[config.mk]
export PLATFORM = sky130hd
export DESIGN_NAME = hbcfg_regfile
export DESIGN_NICKNAME = d
export VERILOG_FILES = /design/src/rtl/hbcfg_pkg.sv /design/src/rtl/hbcfg_rst_sync.sv /design/src/rtl/hbcfg_cell.sv /design/src/rtl/hbcfg_rdport.sv /design/src/rtl/hbcfg_regfile.sv
export SDC_FILE = /design/constraint.sdc
export NUM_CORES = 2
export LEC_CHECK = 0
export BUFFER_PORTS_ARGS = -buffer_cell sky130_fd_sc_hd__buf_2
export CAP_MARGIN = 20
export CORE_AREA = 2 2 402 404
export DETAILED_ROUTE_END_ITERATION = 10
export DIE_AREA = 0 0 404 406
export PLACE_DENSITY_LB_ADDON = 0.3
export RECOVER_POWER = 25
export SYNTH_ARGS = -nofsm -noshare
export SYNTH_HDL_FRONTEND = slang
export SYNTH_SLANG_ARGS = --single-unit
[constraint.sdc]
create_clock -name clk -period 67.7 [get_ports clk]
set_input_delay 10.155 -clock clk [delete_from_list [all_inputs] [get_ports clk]]
set_output_delay 10.155 -clock clk [all_outputs]
set_load 0.01 [all_outputs]
[src/rtl/hbcfg_pkg.sv]
package hbcfg_pkg;

  localparam int BYTE_W = 8;
  typedef logic [BYTE_W-1:0] byte_t;

  // Bits that take the written value on a function-0 write.
  function automatic byte_t wr_mask(input logic [7:0] off);
    byte_t m;
    case (off)
      8'h00, 8'h01, 8'h02, 8'h03,
      8'h08, 8'h09, 8'h0A, 8'h0B,
      8'h0E, 8'h0F, 8'h07:          m = 8'h00;
      8'h04:                        m = 8'h40;
      8'h05:                        m = 8'h03;
      8'h65:                        m = 8'hFD;
      8'h66:                        m = 8'hAF;
      8'h68:                        m = 8'h08;
      8'h6B:                        m = 8'hC4;
      8'h6C:                        m = 8'hEF;
      8'h70:                        m = 8'hE3;
      8'h71:                        m = 8'hDF;
      8'h73:                        m = 8'hEF;
      8'h76:                        m = 8'hB0;
      default:                      m = 8'hFF;
    endcase
    return m;
  endfunction

  // Bits cleared by writing a one.
  function automatic byte_t clr_mask(input logic [7:0] off);
    return (off == 8'h07) ? 8'hB0 : 8'h00;
  endfunction

  function automatic byte_t rst_value(input logic [7:0]  off,
                                      input logic [15:0] vid,
                                      input logic [15:0] did,
                                      input logic [7:0]  rev,
                                      input logic [7:0]  stat_hi);
    byte_t v;
    case (off)
      8'h00:   v = vid[7:0];
      8'h01:   v = vid[15:8];
      8'h02:   v = did[7:0];
      8'h03:   v = did[15:8];
      8'h04:   v = 8'h07;
      8'h06:   v = 8'hA0;
      8'h07:   v = stat_hi;
      8'h08:   v = rev;
      8'h0B:   v = 8'h06;
      8'h58:   v = 8'h40;
      8'h59:   v = 8'h05;
      8'h5A, 8'h5B, 8'h5C,
      8'h5D, 8'h5E, 8'h5F: v = 8'h01;
      8'h64:   v = 8'hAB;
      default: v = 8'h00;
    endcase
    return v;
  endfunction

endpackage

[src/rtl/hbcfg_rst_sync.sv]
module hbcfg_rst_sync #(
  parameter int STAGES = 2
) (
  input  logic clk,
  input  logic rst_n,
  output logic rst_n_sync
);

  logic [STAGES-1:0] sync_q;
  logic [STAGES-1:0] sync_d;

  always_comb begin
    sync_d = {sync_q[STAGES-2:0], 1'b1};
  end

  always_ff @(posedge clk or negedge rst_n) begin
    if (!rst_n) sync_q <= '0;
    else        sync_q <= sync_d;
  end

  assign rst_n_sync = sync_q[STAGES-1];

endmodule

[src/rtl/hbcfg_cell.sv]
module hbcfg_cell
  import hbcfg_pkg::*;
#(
  parameter int    OFFSET  = 0,
  parameter byte_t RST_VAL = '0
) (
  input  logic  clk,
  input  logic  rst_n,
  input  logic  wr_en,
  input  byte_t wdata,
  output byte_t q
);

  localparam byte_t WMASK = wr_mask(8'(OFFSET));
  localparam byte_t CMASK = clr_mask(8'(OFFSET));

  byte_t q_nxt;

  always_comb begin
    q_nxt = (q & ~WMASK & ~(CMASK & wdata)) | (wdata & WMASK);
  end

  always_ff @(posedge clk or negedge rst_n) begin
    if (!rst_n)     q <= RST_VAL;
    else if (wr_en) q <= q_nxt;
  end

  // Bits outside the write mask and clear mask never move
  assert_masked_bits_hold_R6: assert property (@(posedge clk) disable iff (!rst_n)
    wr_en |=> (((q ^ $past(q)) & ~WMASK & ~CMASK) == '0));

  // Without a selected function-0 write the byte keeps its value
  assert_idle_hold_R8: assert property (@(posedge clk) disable iff (!rst_n)
    !wr_en |=> $stable(q));

  if (CMASK != '0) begin : g_clear
    // A one written to a clearable bit leaves it zero
    assert_w1c_clears_R5: assert property (@(posedge clk) disable iff (!rst_n)
      wr_en |=> ((q & $past(wdata) & CMASK) == '0));
    // A write never sets a clearable bit
    assert_w1c_never_sets_R5: assert property (@(posedge clk) disable iff (!rst_n)
      wr_en |=> ((q & ~$past(q) & CMASK) == '0));
  end

endmodule

[src/rtl/hbcfg_rdport.sv]
module hbcfg_rdport
  import hbcfg_pkg::*;
#(
  parameter int ADDR_W = 8,
  parameter int NREG   = 256
) (
  input  logic                         clk,
  input  logic                         rst_n,
  input  logic                         rd_req,
  input  logic                         func_nz,
  input  logic [ADDR_W-1:0]            offset,
  input  logic [NREG-1:0][BYTE_W-1:0]  regs,
  output logic                         rd_valid,
  output byte_t                        rd_data
);

  byte_t rd_data_nxt;

  always_comb begin
    rd_data_nxt = rd_data;
    if (rd_req) rd_data_nxt = func_nz ? 8'hFF : regs[offset];
  end

  always_ff @(posedge clk or negedge rst_n) begin
    if (!rst_n) rd_valid <= 1'b0;
    else        rd_valid <= rd_req;
  end

  always_ff @(posedge clk or negedge rst_n) begin
    if (!rst_n)      rd_data <= '0;
    else if (rd_req) rd_data <= rd_data_nxt;
  end

  assert_rd_strobe_R9: assert property (@(posedge clk) disable iff (!rst_n)
    rd_req |=> rd_valid);

  assert_no_stray_strobe_R9: assert property (@(posedge clk) disable iff (!rst_n)
    !rd_req |=> !rd_valid);

  assert_foreign_read_ones_R8: assert property (@(posedge clk) disable iff (!rst_n)
    (rd_req && func_nz) |=> (rd_data == 8'hFF));

endmodule

[src/rtl/hbcfg_regfile.sv]
module hbcfg_regfile
  import hbcfg_pkg::*;
#(
  parameter int          ADDR_W       = 8,
  parameter int          FUNC_W       = 3,
  parameter logic [15:0] VENDOR_ID    = 16'h1D5A,
  parameter logic [15:0] DEVICE_ID    = 16'h0C40,
  parameter logic [7:0]  REV_ID       = 8'h02,
  parameter logic [7:0]  STAT_HI_INIT = 8'h02
) (
  input  logic              clk,
  input  logic              rst_n,
  input  logic              req_valid,
  input  logic              req_write,
  input  logic [FUNC_W-1:0] req_func,
  input  logic [ADDR_W-1:0] req_offset,
  input  logic [7:0]        req_wdata,
  output logic              rd_valid,
  output logic [7:0]        rd_data
);

  localparam int NREG = 1 << ADDR_W;

  logic                        rst_n_s;
  logic                        func_nz;
  logic                        wr_hit;
  logic                        rd_req;
  logic [NREG-1:0][BYTE_W-1:0] regs;

  hbcfg_rst_sync #(.STAGES(2)) u_rst_sync (
    .clk        (clk),
    .rst_n      (rst_n),
    .rst_n_sync (rst_n_s)
  );

  always_comb begin
    func_nz = (req_func != '0);
    wr_hit  = req_valid && req_write && !func_nz;
    rd_req  = req_valid && !req_write;
  end

  for (genvar i = 0; i < NREG; i++) begin : g_byte
    logic sel_wr;
    always_comb sel_wr = wr_hit && (req_offset == ADDR_W'(i));

    hbcfg_cell #(
      .OFFSET  (i),
      .RST_VAL (rst_value(8'(i), VENDOR_ID, DEVICE_ID, REV_ID, STAT_HI_INIT))
    ) u_cell (
      .clk   (clk),
      .rst_n (rst_n_s),
      .wr_en (sel_wr),
      .wdata (req_wdata),
      .q     (regs[i])
    );
  end

  hbcfg_rdport #(.ADDR_W(ADDR_W), .NREG(NREG)) u_rdport (
    .clk      (clk),
    .rst_n    (rst_n_s),
    .rd_req   (rd_req),
    .func_nz  (func_nz),
    .offset   (req_offset),
    .regs     (regs),
    .rd_valid (rd_valid),
    .rd_data  (rd_data)
  );

  // A write aimed at another function leaves the whole space untouched
  assert_foreign_write_ignored_R8: assert property (@(posedge clk) disable iff (!rst_n_s)
    (req_valid && req_write && func_nz) |=> $stable(regs));

endmodule

; Yosys cells after proc, flatten, opt, wreduce, memory -nomap -nowiden
; Cells that the tools add are included.
[word_totals]
elab_cells = 764
regBits = 1979
[classes]
n_mux = 3
n_reduce_logical = 252
bitwise_logic = 13
order_cmp = 1
eq_ne = 246
[op_table]
columns = cell, count
row1 = $eq 8x8->1 const B, 128
row2 = $eq 8x7->1 const B, 64
row3 = $eq 8x6->1 const B, 32
row4 = $logic_and 1x1->1, 249
row5 = $eq 8x5->1 const B, 16
row6 = $bmux 8 s8, 1
row7 = $eq 8x3->1 const B, 4
row8 = $or 5x8->8, 3
row9 = $eq 8x4->1 const B, 2
row10 = $mux 8, 2
row11 = $or 6x8->8, 2
row12 = $or 7x8->8, 2
row13 = $lt 8x9->1 const B, 1
row14 = $and 8x8->8, 1
row15 = $not 8->8, 1
row16 = $or 2x8->8, 1
row17 = $or 8x2->8, 1
row18 = $or 8x4->8, 1
row19 = $or 8x7->8, 1
row20 = $reduce_bool 3->1, 1
row21 = $logic_not 1->1, 2

; Depth between registers and ports, before layout
[logic_depth]
ltp_word = 4
ltp_mapped = 14
depth_no_buf = 9

; By module
; From an unflattened synthesis, not the netlist that was laid out.
[unflattened]
cells_unflattened = 6232
hier_area_um2 = 100722.9
[modules_own_cells]
columns = mod, n_inst, area_per_inst_um2, cells_each, seq_area_each_um2
row1 = hbcfg_cell at g_byte[103].u_cell ..., 224, 331.6, 17, 200.2
row2 = hbcfg_rdport, 1, 16960.0, 1578, 225.2
row3 = hbcfg_regfile, 1, 2991.6, 410, 0.0
row4 = hbcfg_cell at g_byte[88].u_cell ..., 7, 332.8, 17, 201.4
row5 = hbcfg_cell at g_byte[101].u_cell ..., 4, 302.8, 17, 175.2
row6 = hbcfg_cell at g_byte[6].u_cell ..., 2, 334.1, 17, 202.7
row7 = hbcfg_cell at g_byte[0].u_cell ..., 6, 67.6, 10, 0.0
row8 = hbcfg_cell at g_byte[100].u_cell, 1, 337.8, 17, 206.4
row9 = hbcfg_cell at g_byte[107].u_cell ..., 2, 150.1, 12, 75.1
row10 = hbcfg_cell at g_byte[102].u_cell, 1, 270.3, 16, 150.1
row11 = hbcfg_cell at g_byte[10].u_cell ..., 4, 63.8, 9, 0.0
row12 = hbcfg_cell at g_byte[112].u_cell, 1, 207.7, 14, 125.1
row13 = hbcfg_cell at g_byte[7].u_cell, 1, 142.6, 13, 75.1
row14 = hbcfg_cell at g_byte[5].u_cell, 1, 121.4, 11, 50.0
row15 = +3 rows, n/a, n/a, n/a, n/a

; Worst setup path before layout
; Ideal clock, no wire load.
[synth_path]
path_type = input to register
startpoint = input port req_offset[0]
endpoint = register g_byte[124].u_cell.q[0]
setup_time_ps = 125
path_slack_ps = 54901
arrival_time_ps = 12674
stages = 13
cell_sequence = buf_6 > buf_8 > buf_6 > inv_1 > buf_6 > buf_2 > ha_1 > and2_1 > clkbuf_1 > nand2_1 > clkbuf_1 > nor2_1 > mux2_2
[synth_via]
elab_chain_cells = 2
[synth_rtl]
columns = element, line
row1 = "start, declared", hbcfg_regfile.sv:16  ; input logic [ADDR_W-1:0] req_offset,
row2 = $eq 8x7->1, hbcfg_regfile.sv:44  ; always_comb sel_wr = wr_hit && (req_offset == ADDR_W'(i));
row3 = $logic_and 1x1->1, hbcfg_regfile.sv:44
row4 = "end signal, assigned", hbcfg_cell.sv:25  ; else if (wr_en) q <= q_nxt;
row5 = "end, declared", hbcfg_cell.sv:11  ; output byte_t q
; Every way passes these cells.
; A chain may end at the register's enable or synchronous reset.

; Final worst setup path
[layout_path]
startpoint = input port req_offset[0]
endpoint = register g_byte[23].u_cell.q[7]
[layout_via]
elab_chain_cells = 2
[layout_rtl]
columns = element, line
row1 = $eq 8x5->1, hbcfg_regfile.sv:44
row2 = $logic_and 1x1->1, hbcfg_regfile.sv:44
row3 = "end signal, assigned", hbcfg_cell.sv:25
row4 = "end, declared", hbcfg_cell.sv:11
; Every way passes these cells.

==> impl_metrics.ini <==
[setup_path]
worstSetupPathType = input pin to register
worstRegToRegCells = 2
cp_data_required_time_ns = 68.45
r2r_end = g_byte[252].u_cell.q[2]
worstSetupStartpoint = req_offset[0]
cp-start-kind = input pin
crit_path_frequent_cell = buf_4
critPathMaxStageDelay_ns = 0.78
crit_fanout = 53
end_kind = register
r2r_slack_ns = 53.31
slowest_stage = nor2_1
crit_chain = buf_8 > buf_4 > buf_4 > buf_4 > ha_1 > and2_1 > nand2_1 > buf_4 > nor2_1 > mux2_2
worst_ep_arrival_time_ns = 15.27
reg2reg_from = u_rst_sync.sync_q[1]

[route]
drt_pass1_iterations = 5
drc_errors = 0
wl_per_cell_um = 31.1
avgViaCountPerCell = 6.63
wirelength_mm = 246
ant_nets = 0
drt_iter0_drc = 5038
vias = 52500

[logic_synthesis]
syn-num-nets = 5792
synth_area_leaders = dfrtp_1 (54%), mux2_2 (25%), mux4_2 (11%)
synth_area_per_cell_um2 = 15.4
synth_top_family_by_area = multiplexers
synthSimpleGateAreaFrac = 0.0283
synth_top_area_cell = dfrtp_1
syn_area_um2 = 88800
synthMuxAreaShare = 0.379
synth.yosys.seq_area_share = 0.546
ys_types = 66
synth-main-ff-cell = dfrtp_1
synth_edf_count = 0
syn_inst = 5764
yosysWarnings = 0
ys_async_sr_fraction = 1.00
synth-xor-area-share = 0
yosys.area_share.adder = 0.000705
synth-seq-cells = 1935
synth_top_area_share = 0.541
synth-compound-area-share = 0.0226

[outcome]
violations = capacitance limit, slew limit
status = finished with violations

[timing]
slew_viol_final = 1084
timing.final.crit_period_ns = 14.52
whs_ns = 0.350
rsz0062_at_grt = no
worst_slack_ns = 53.18
tns_ns = 0
final.setup_skew_ns = 0.0415
post-route-period-util = 0.214
clock.fmax_mhz = 68.9
relSlewSlack = -5.21
setup_viol = 0
hold_violations = 0
worst_pin_slew_ns = 9.31

[final_layout]
fill_cells = 11800
area_delta_synth_final_pct = 9.36
final_cell_mix = mux2_2 (1948), dfrtp_1 (1919), mux4_2 (430)
seq_area_um2 = 48400
multi_input_area_um2 = 38300
layout.cells.non_filler = 7925
fin_util = 0.608
drive_gt1_frac = 0.507
layout_commonest_cell = mux2_2
num-nets-final = 5709

[global_route]
use_met2 = 0.445
grt_util_all_layers = 0.305
grtUsageMet1 = 0.440
grt_max_degree = 176
first_global_vias = 54100
grt_pass1_wl_mm = 370
antenna_found_initial = 19
grt.busiest_layer = met2
grt_use_met3 = 0.0785
grt-ovfl-total = 0

[floorplan]
io_pins = 32
die-area_um2 = 164000
row_count = 147
die_h_um = 406
core_area_um2 = 160000
dieWidth_um = 404
start_util = 0.556

[min_path]
hold_end = u_rst_sync.sync_q[1]
hold_path_depth = 0
min_path_type = register to register
worstHoldStart = u_rst_sync.sync_q[0]

[cts]
cts_hold_buffers = 0
clk_pin_slew_ns = 0.06
cts_tree = done
clockBufferDepth = 3
postCtsSetupBuffers = 0
htreeDepth = 4
cts_resized = 0
clock_sinks = 1935
cts_buffers = 196
clk_latency_ns = 0.87
cts-root-buf = clkbuf_16

[power]
power.density_nw_per_um2 = 24.5
p_leak_nw = 46.1
peakVddDrop_uv = 24.6

[placement]
portBuffers = 31
gp_congestion = 0.882
placed_cells = 7564
dpl.hpwl_mm = 154
pre_cts_ws_ns = 52.22

[job]
cap_violations = 13
==> power breakdown <==
| group | switching, mW | total, mW | internal (mW) |
|---|---|---|---|
| Clock | 0.465 | 1.10 | 0.633 |
| Sequential | 0.00411 | 1.17 | 1.16 |
| Combinational | 0.0899 | 0.118 | 0.0284 |
| Total | 0.559 | 2.38 | 1.82 |
==> cell families after synthesis <==
kind of cell / Yosys count
AO/OA/AOI/OAI: 280
adder cells (fa/ha/maj): 5
buffers and inverters: 447
flip-flops: 1935
multiplexers: 2576
other: 1
AND/OR/NAND/NOR: 520
==> area by class of cell <==
class                           instances  area share
Sequential cell                      1935       0.499
Tap cell                             2086      0.0269
Clock inverter                         46     0.00608
Clock buffer                          304      0.0611
Antenna cell                            6    0.000155
Multi-Input combinational cell       3382       0.394
Inverter                                6    0.000232
Timing Repair Buffer                  160      0.0126
==> cell usage after synthesis (22+ instances only) <==
library cell	number
a21oi_1	40
a221oi_1	29
a22oi_1	49
buf_1	22
buf_2	90
buf_4	41
clkbuf_1	264
dfrtp_1	1919
mux2_2	1948
mux2i_1	198
mux4_2	430
nand2_1	91
nand3_1	25
nor2_1	205
nor2_2	96
o21ai_0	32
==> metrics by stage <==
step                power (mW)  cell area, um2
floorplan                 1.27           88800
global placement          1.30           90500
detailed placement        1.30           90500
CTS                       2.39           97100
global route              2.45           97100
finish                    2.38           97100
==> sequential cells by signal (all words and copies together) (netlist names) <==
| name | count |
|---|---|
| u_rdport.rd_valid | 1 |
| g_byte.u_cell.q | 1924 |
| u_rst_sync.sync_q | 2 |
| u_rdport.rd_data | 8 |
==> worst max-delay path by stage <==
stage | end | slack, ns | cells past startpoint
floorplan | g_byte[100].u_cell.q[2] | 9.79 | 0
global placement | u_rdport.rd_data[1] | 52.27 | 11
detailed placement | g_byte[23].u_cell.q[7] | 52.22 | 10
CTS | u_rdport.rd_data[6] | 53.16 | 10
global route | g_byte[252].u_cell.q[2] | 50.43 | 2
finish | g_byte[23].u_cell.q[7] | 53.18 | 10
==> routing by layer <==
metal	wire (um)	vias to the layer above
li1	-	21300
met1	104000	28600
met2	109000	2121
met3	22300	556
met4	10800	22
met5	253	-
==> worst max-delay path: cells and delay by family <==
| family | cells | cell delay (ns) |
|---|---|---|
| buffers and inverters | 5 | 2.83 |
| and+or+nand+nor | 3 | 1.41 |
| muxes | 1 | 0.42 |
| adders and majority gates | 1 | 0.27 |
No activity file was read; power rests on OpenSTA's default activity.
